$ cat src/rtl/rom_mapper_pkg.sv
package rom_mapper_pkg;

    localparam int CPU_AW     = 16;
    localparam int PAGE_AW    = 13;
    localparam int NUM_PAGES  = 4;
    localparam int PAGE_IDX_W = $clog2(NUM_PAGES);

    typedef logic [PAGE_IDX_W-1:0] page_idx_t;

    // Decoded view of one CPU address
    typedef struct packed {
        page_idx_t page;       // page the address maps to
        logic      bank_win;   // inside a bank-number write window
        logic      snd_win;    // inside the sound register window
    } addr_dec_t;

    // Bits 15:13 -> page: 2,3,4,5 and 6,7,0,1 both map to 0,1,2,3
    function automatic page_idx_t page_of(input logic [2:0] region);
        return {~region[1], region[0]};
    endfunction

    // Primary page regions are 2..5 (bit2 differs from bit1)
    function automatic logic is_primary(input logic [2:0] region);
        return region[2] ^ region[1];
    endfunction

endpackage

$ cat src/rtl/mapper_decode.sv
module mapper_decode
    import rom_mapper_pkg::*;
(
    input  logic [CPU_AW-1:0] addr,
    output addr_dec_t         dec
);
    logic [2:0] region;
    logic [1:0] sub;

    always_comb begin
        region       = addr[CPU_AW-1:PAGE_AW];
        sub          = addr[PAGE_AW-1:PAGE_AW-2];
        dec.page     = page_of(region);
        // bank window: upper-middle 2 KB quarter of each primary page
        dec.bank_win = is_primary(region) && (sub == 2'b10);
        // sound window: top 2 KB quarter of primary page 2 (0x8000 region)
        dec.snd_win  = (region == 3'b100) && (sub == 2'b11);
    end
endmodule

$ cat src/rtl/mapper_bank_regs.sv
module mapper_bank_regs
    import rom_mapper_pkg::*;
#(
    parameter int          BANK_W      = 6,
    parameter int          UNLOCK_PAGE = 2,
    parameter logic [BANK_W-1:0] UNLOCK_CODE = '1
) (
    input  logic                         clk,
    input  logic                         rst,
    input  logic                         we,
    input  page_idx_t                    wr_page,
    input  logic [BANK_W-1:0]            wr_bank,
    output logic [NUM_PAGES-1:0][BANK_W-1:0] banks,
    output logic                         snd_open
);
    for (genvar p = 0; p < NUM_PAGES; p++) begin : g_page
        logic hit;
        assign hit = we && (wr_page == page_idx_t'(p));
        always_ff @(posedge clk) begin
            if (rst)      banks[p] <= BANK_W'(p);
            else if (hit) banks[p] <= wr_bank;
        end
    end

    always_ff @(posedge clk) begin
        if (rst)
            snd_open <= 1'b0;
        else if (we && wr_page == page_idx_t'(UNLOCK_PAGE))
            snd_open <= (wr_bank == UNLOCK_CODE);
    end
endmodule

$ cat src/rtl/rom_bank_mapper.sv
module rom_bank_mapper
    import rom_mapper_pkg::*;
#(
    parameter int BANK_W  = 6,
    parameter int DATA_W  = 8,
    localparam int ROM_AW = BANK_W + PAGE_AW
) (
    input  logic              clk,
    input  logic              rst,
    input  logic [CPU_AW-1:0] cpu_addr,
    input  logic [DATA_W-1:0] cpu_data,
    input  logic              cpu_wr,
    input  logic              cpu_rd,
    output logic [ROM_AW-1:0] rom_addr,
    output logic              rom_sel,
    output logic              snd_sel
);
    addr_dec_t                        dec;
    logic [NUM_PAGES-1:0][BANK_W-1:0] banks;
    logic                             snd_open;
    logic                             snd_hit;

    mapper_decode u_dec (
        .addr (cpu_addr),
        .dec  (dec)
    );

    mapper_bank_regs #(
        .BANK_W      (BANK_W),
        .UNLOCK_PAGE (2),
        .UNLOCK_CODE ('1)
    ) u_regs (
        .clk      (clk),
        .rst      (rst),
        .we       (cpu_wr && dec.bank_win),
        .wr_page  (dec.page),
        .wr_bank  (cpu_data[BANK_W-1:0]),
        .banks    (banks),
        .snd_open (snd_open)
    );

    always_comb begin
        snd_hit  = snd_open && dec.snd_win;
        rom_addr = {banks[dec.page], cpu_addr[PAGE_AW-1:0]};
        rom_sel  = cpu_rd && !snd_hit;
        snd_sel  = snd_hit && (cpu_rd || cpu_wr);
    end
endmodule

$ cat config.mk
export PLATFORM = sky130hd
export DESIGN_NAME = rom_bank_mapper
export DESIGN_NICKNAME = d
export VERILOG_FILES = /design/src/rtl/rom_mapper_pkg.sv /design/src/rtl/mapper_decode.sv /design/src/rtl/mapper_bank_regs.sv /design/src/rtl/rom_bank_mapper.sv
export SDC_FILE = /design/constraint.sdc
export NUM_CORES = 1
export LEC_CHECK = 0
export ABC_AREA = 1
export BUFFER_PORTS_ARGS = -buffer_cell sky130_fd_sc_hd__buf_2
export CORE_UTILIZATION = 45
export CTS_CLUSTER_DIAMETER = 100
export CTS_CLUSTER_SIZE = 16
export DETAILED_ROUTE_END_ITERATION = 10
export HOLD_SLACK_MARGIN = 0.12
export PLACE_DENSITY = 0.78
export REMOVE_ABC_BUFFERS = 1
export SYNTH_ARGS = -nofsm -noshare
export SYNTH_HDL_FRONTEND = slang
export SYNTH_HIERARCHICAL = 1
export SYNTH_SLANG_ARGS = --single-unit
export TNS_END_PERCENT = 1
$ cat constraint.sdc
create_clock -name clk -period 1.35 [get_ports clk]
set_input_delay 0.2025 -clock clk [delete_from_list [all_inputs] [get_ports clk]]
set_output_delay 0.2025 -clock clk [all_outputs]
set_load 0.03 [all_outputs]
==> results_dict.tcl, run 1 <==
set metrics [dict create \
    synth_compound_area_frac 0.100 \
    period_share 0.977 \
    powerDensity_nw_per_um2 864 \
    path_clk_slew_ns 0.13 \
    routed_wl_um 3210 \
    grt_usage 0.206 \
    violations "DRC" \
    p_sw_uw 368 \
    period_needed_ns 1.32 \
    end_kind "primary output" \
    ant_nets 0 \
    wl_per_cell_um 12.1 \
    cts_tree "built" \
    syn_area_sq_um 1360 \
    p_total_mw 1.31 \
    fin_worst_skew_ns 0 \
    overflow 0 \
    numCtsBuffers 3 \
    numPortBuffers 24 \
    tightest_slew_ns 0.334 \
    path_max_fanout 2 \
    p_clk_frac 0.256 \
    drive_gt1_frac 0.221 \
    grt_max_degree 20 \
    cp.required_ns 1.15 \
    critPathKind "register to primary output" \
    initial_core_util 0.484 \
    peakVddDrop_uv 522 \
    grt_pass1_vias 1145 \
    max_freq_mhz 758 \
    cts_htree_levels 1 \
    clock_path_buffers 2 \
    rrSetupSlack_ns 0.70 \
    grt_pass1_wl_um 5060 \
    setup_viol 0 \
    p_int_uw 941 \
    ys_types 16 \
    yosysWarnings 6 \
    areaGrowthSynthToFinish_pct 11.6 \
    io_pins 49 \
    drt_pass1_iterations 7 \
    rsz0062_at_grt "true" \
    synthXorXnorAreaFrac 0 \
    drc 2 \
    num_rows 19 \
    die_y_um 56.9 \
    drt_iter0_drc 22 \
    vias_per_cell 4.97 \
    syn_inst 216 \
    core-area_sq_um 2810 \
    clockRootBuffer "clkbuf_4" \
    seq_area_frac_synth 0.369 \
    max_slew_margin 0.777 \
    antenna_found_initial 0 \
    worstHoldPathType "primary input to register" \
    cts.sinks 25 \
    avgSynthCellArea_sq_um 6.28 \
    power_frac_comb 0.171 \
    synth_mux_area_frac 0 \
    die_area_sq_um 3240 \
    fin_nets 264 \
    yosys.area.top_type "dfxtp_1" \
    num_vias 1321 \
    yosys-top-cells-area "dfxtp_1 (37%), nand2_1 (15%), inv_1 (10%)" \
    startpoint_type "register" \
    yosys.area_share.simple 0.331 \
    status "complete, but fails checks" \
    clock_latency_ns 0.32 \
    leakage_nw 0.754 \
    drv_slew 0 \
    drv_cap 0 \
    hold_viol 0 \
    die_w_um 56.9 \
    place_inst 261 \
    synth-seq-cells 25 \
    sw_frac_of_total 0.281 \
    post_cts_buffers 0 \
    finalWeightedCongestion 0.826 \
    seq_power_share 0.573 \
    critPathArrivalTime_ns 1.12 \
    yosys.area_share.adder 0 \
    finalNonFillerCells 266 \
    hold_ws_ns 0.141 \
    synth_top_area_frac 0.369 \
    hpwl_um 2330 \
    antennaDiodeCount 0 \
    synth_top_family_by_area "simple AND/OR/NAND/NOR gates" \
]
-- timing repair --
action / CTS / global route
endpoints found under the hold margin: 5 / 0
setup endpoints to repair: 0 / 19
resized for setup: 0 / 24
hold buffers: 1 / 0
-- cell usage in the layout (no fill, tap or decap) --
| cell | n |
|---|---|
| nand2_2 | 1 |
| buf_2 | 19 |
| dlygate4sd3_1 | 1 |
| nor2_1 | 34 |
| clkbuf_4 | 4 |
| a21boi_0 | 1 |
| nor3_2 | 1 |
| a21oi_1 | 6 |
| inv_1 | 35 |
| buf_4 | 9 |
| a21oi_2 | 1 |
| clkbuf_1 | 1 |
| nand2_1 | 56 |
| o211ai_1 | 2 |
| dfxtp_1 | 13 |
| o21ai_0 | 15 |
| dfxtp_2 | 12 |
| buf_6 | 2 |
| inv_2 | 2 |
| nand3_1 | 19 |
| clkinvlp_4 | 1 |
-- final timing paths --
kind                          from               end  depth (start not counted)
setup / recovery  u_regs/banks[20]      rom_addr[15]                          5
hold / removal         cpu_data[0]  u_regs/banks[18]                          3
setup reg to reg  u_regs/banks[20]  u_regs/banks[20]                          2
hold reg to reg   u_regs/banks[22]  u_regs/banks[22]                          2
-- Yosys cell counts, drive strengths merged --
cell type	n
a21boi	1
a21oi	7
buf	17
dfxtp	25
inv	38
nand2	57
nand3	19
nor2	34
nor3	1
o211ai	2
o21ai	15
-- area by class of cell --
class                           instances  area [sq um]
Inverter                               38           146
Timing Repair Buffer                   32           203
Multi-Input combinational cell        136           586
Sequential cell                        25           515
Tap cell                               31          38.8
Fill cell                             300          1290
Clock buffer                            4          26.3
-- cells by family after synthesis --
kind of cell / count (synthesis)
flops: 25
compound gates: 25
simple gates: 111
buf+inv: 55
-- metrics by stage --
| stage | worst slack, ns | utilization | setup TNS (ns) | cell area (sq um) |
|---|---|---|---|---|
| global placement | -0.0811 | 0.513 | -0.827 | 1440 |
| floorplan | 0.0595 | - | 0 | 1230 |
| CTS | 0.0173 | 0.526 | 0 | 1480 |
| finish | 0.0316 | 0.540 | 0 | 1520 |
| detailed placement | -0.130 | 0.513 | -1.19 | 1440 |
| global route | -0.0718 | 0.540 | -0.124 | 1520 |
-- sequential cells by signal, summed over array words and instances, names as in the netlist --
signal and cells:
u_regs/banks 24, u_regs/snd_open 1
-- power by group through the flow --
stage	clock network, mW	logic, mW	registers [mW]
final	0.336	0.224	0.750
after global routing	0.388	0.244	0.751
after detailed placement	0	0.208	0.766
after floorplan	0	0.112	0.765
after global placement	0	0.204	0.766
after CTS	0.347	0.211	0.750
-- critical path, cell delays in order (launching register included) --
cell and delay [ns]:
dfxtp_1 0.37, inv_1 0.05, nand2_1 0.05, nand3_1 0.07, nand2_1 0.06, buf_2 0.18
-- per-layer routing --
metal,vias up,share of wire,track usage
li1,681,-,-
met1,591,0.44,0.256
met2,42,0.47,0.323
met3,7,0.059,0.0645
met4,0,0.022,0.101
met5,-,0,0
Note: power is estimated with default switching activity, not from simulation.
==> run 2: changes to the inputs <==
--- a/constraint.sdc
+++ b/constraint.sdc
@@ -3,2 +3,2 @@
 set_output_delay 0.2025 -clock clk [all_outputs]
-set_load 0.03 [all_outputs]
+set_load 0.02 [all_outputs]
==> results_dict.tcl, run 2 (synthesis gave the netlist of run 1 again) <==
set metrics [dict create \
    status "complete, but fails checks" \
    end_kind "primary output" \
    drt_iter0_drc 54 \
    path_clk_slew_ns 0.14 \
    num_rows 19 \
    clockRootBuffer "clkbuf_4" \
    max_freq_mhz 787 \
    hpwl_um 2270 \
    fin_area_sq_um 1550 \
    worstHoldPathType "primary input to register" \
    n_fill_cell 300 \
    wl_per_cell_um 11.6 \
    multiInputGateArea_sq_um 586 \
    violations "DRC" \
    period_needed_ns 1.27 \
    peakVddDrop_uv 588 \
    setup_viol 0 \
    powerDensity_nw_per_um2 846 \
    drive_gt1_frac 0.239 \
    fin_nets 267 \
    numCtsBuffers 3 \
    drc 2 \
    cts_tree "built" \
    placed_cell_area_sq_um 1460 \
    p_total_mw 1.31 \
    period_share 0.941 \
    seq_area_sq_um 517 \
    areaGrowthSynthToFinish_pct 13.8 \
    largest_reg_flops 24 \
    core-area_sq_um 2810 \
    grt_usage 0.212 \
    ant_nets 0 \
    finalWeightedCongestion 0.857 \
    routed_wl_um 3120 \
    reg_top3 "u_regs/banks (24), u_regs/snd_open (1)" \
    leakage_nw 0.768 \
    drv_cap 0 \
    grt_pass1_vias 1227 \
    grt_max_degree 20 \
    regMostFlops "u_regs/banks" \
    critPathArrivalTime_ns 1.07 \
    startpoint_type "register" \
    clock_latency_ns 0.32 \
    drt_pass1_iterations 7 \
    overflow 0 \
    die_y_um 56.9 \
    rsz0062_at_grt "true" \
    cp.required_ns 1.15 \
    cts_htree_levels 1 \
    layout_commonest_cell "nand2_1" \
    setup_tns_ns 0 \
    critPathKind "register to primary output" \
    die_area_sq_um 3240 \
    cts.sinks 25 \
    fin_worst_skew_ns 0 \
    pre_cts_ws_ns -0.0622 \
    die_w_um 56.9 \
    numPortBuffers 24 \
    layout_common_cells "nand2_1 (56), inv_1 (35), nor2_1 (34)" \
    drv_slew 0 \
    post_cts_buffers 0 \
    antenna_found_initial 0 \
    tightest_slew_ns 0.275 \
    max_slew_margin 0.816 \
    clock_path_buffers 2 \
    final.setup.worst_slack_ns 0.0795 \
    grt_pass1_wl_um 5330 \
    path_max_fanout 2 \
    hold_viol 0 \
    num_vias 1280 \
    antennaDiodeCount 0 \
    vias_per_cell 4.76 \
    io_pins 49 \
    initial_core_util 0.484 \
]
-- run 2: final timing paths --
| kind | start | endpoint | slack [ns] | depth (start not counted) |
|---|---|---|---|---|
| worst max-delay path | u_regs/banks[10] | rom_addr[17] | 0.08 | 5 |
| worst max register to register | u_regs/snd_open | u_regs/snd_open | 0.74 | 2 |
| worst min register to register | u_regs/banks[22] | u_regs/banks[22] | 0.47 | 2 |
| worst min-delay path | cpu_data[0] | u_regs/banks[6] | 0.15 | 3 |
-- run 2: timing repair --
| item | CTS | global route |
|---|---|---|
| hold buffers | 1 | 0 |
| endpoints found under the hold margin | 2 | 0 |
| endpoints found under the setup margin | 0 | 18 |
| resized for setup | 0 | 23 |
-- run 2: cell type report --
| cell class | count | share of cell area |
|---|---|---|
| Clock inverter | 1 | 0.00486 |
| Sequential cell | 25 | 0.334 |
| Multi-Input combinational cell | 136 | 0.379 |
| Clock buffer | 3 | 0.0146 |
| Timing Repair Buffer | 35 | 0.147 |
| Inverter | 38 | 0.0947 |
| Tap cell | 31 | 0.0251 |
-- run 2: where the power goes --
| part | internal [mW] | leakage [nW] | switching (mW) |
|---|---|---|---|
| combinational | 0.0821 | 0.549 | 0.129 |
| sequential | 0.746 | 0.205 | 0.00382 |
| clock | 0.113 | 0.0139 | 0.232 |
| total | 0.942 | 0.768 | 0.365 |
-- run 2: routing by layer --
| layer | share of wire | global-route usage | vias up |
|---|---|---|---|
| met4 | 0.016 | 0.0836 | 0 |
| li1 | - | - | 684 |
| met5 | 0 | 0 | - |
| met2 | 0.48 | 0.329 | 44 |
| met1 | 0.45 | 0.277 | 546 |
| met3 | 0.059 | 0.0599 | 6 |
-- run 2: worst max-delay path: stages (launching register included) --
cell and delay, ns:
dfxtp_2 0.34, inv_1 0.04, nand2_1 0.04, nand3_1 0.11, nand2_1 0.06, buf_4 0.15
-- run 2: through the flow --
stage / hold slack [ns] / cells / utilization
global route: 0.141 / 269 / 0.551
global placement: 0.405 / 264 / 0.521
finish: 0.151 / 269 / 0.551
CTS: 0.146 / 269 / 0.536
detailed placement: 0.405 / 264 / 0.521
floorplan: 0.272 / 199 / -
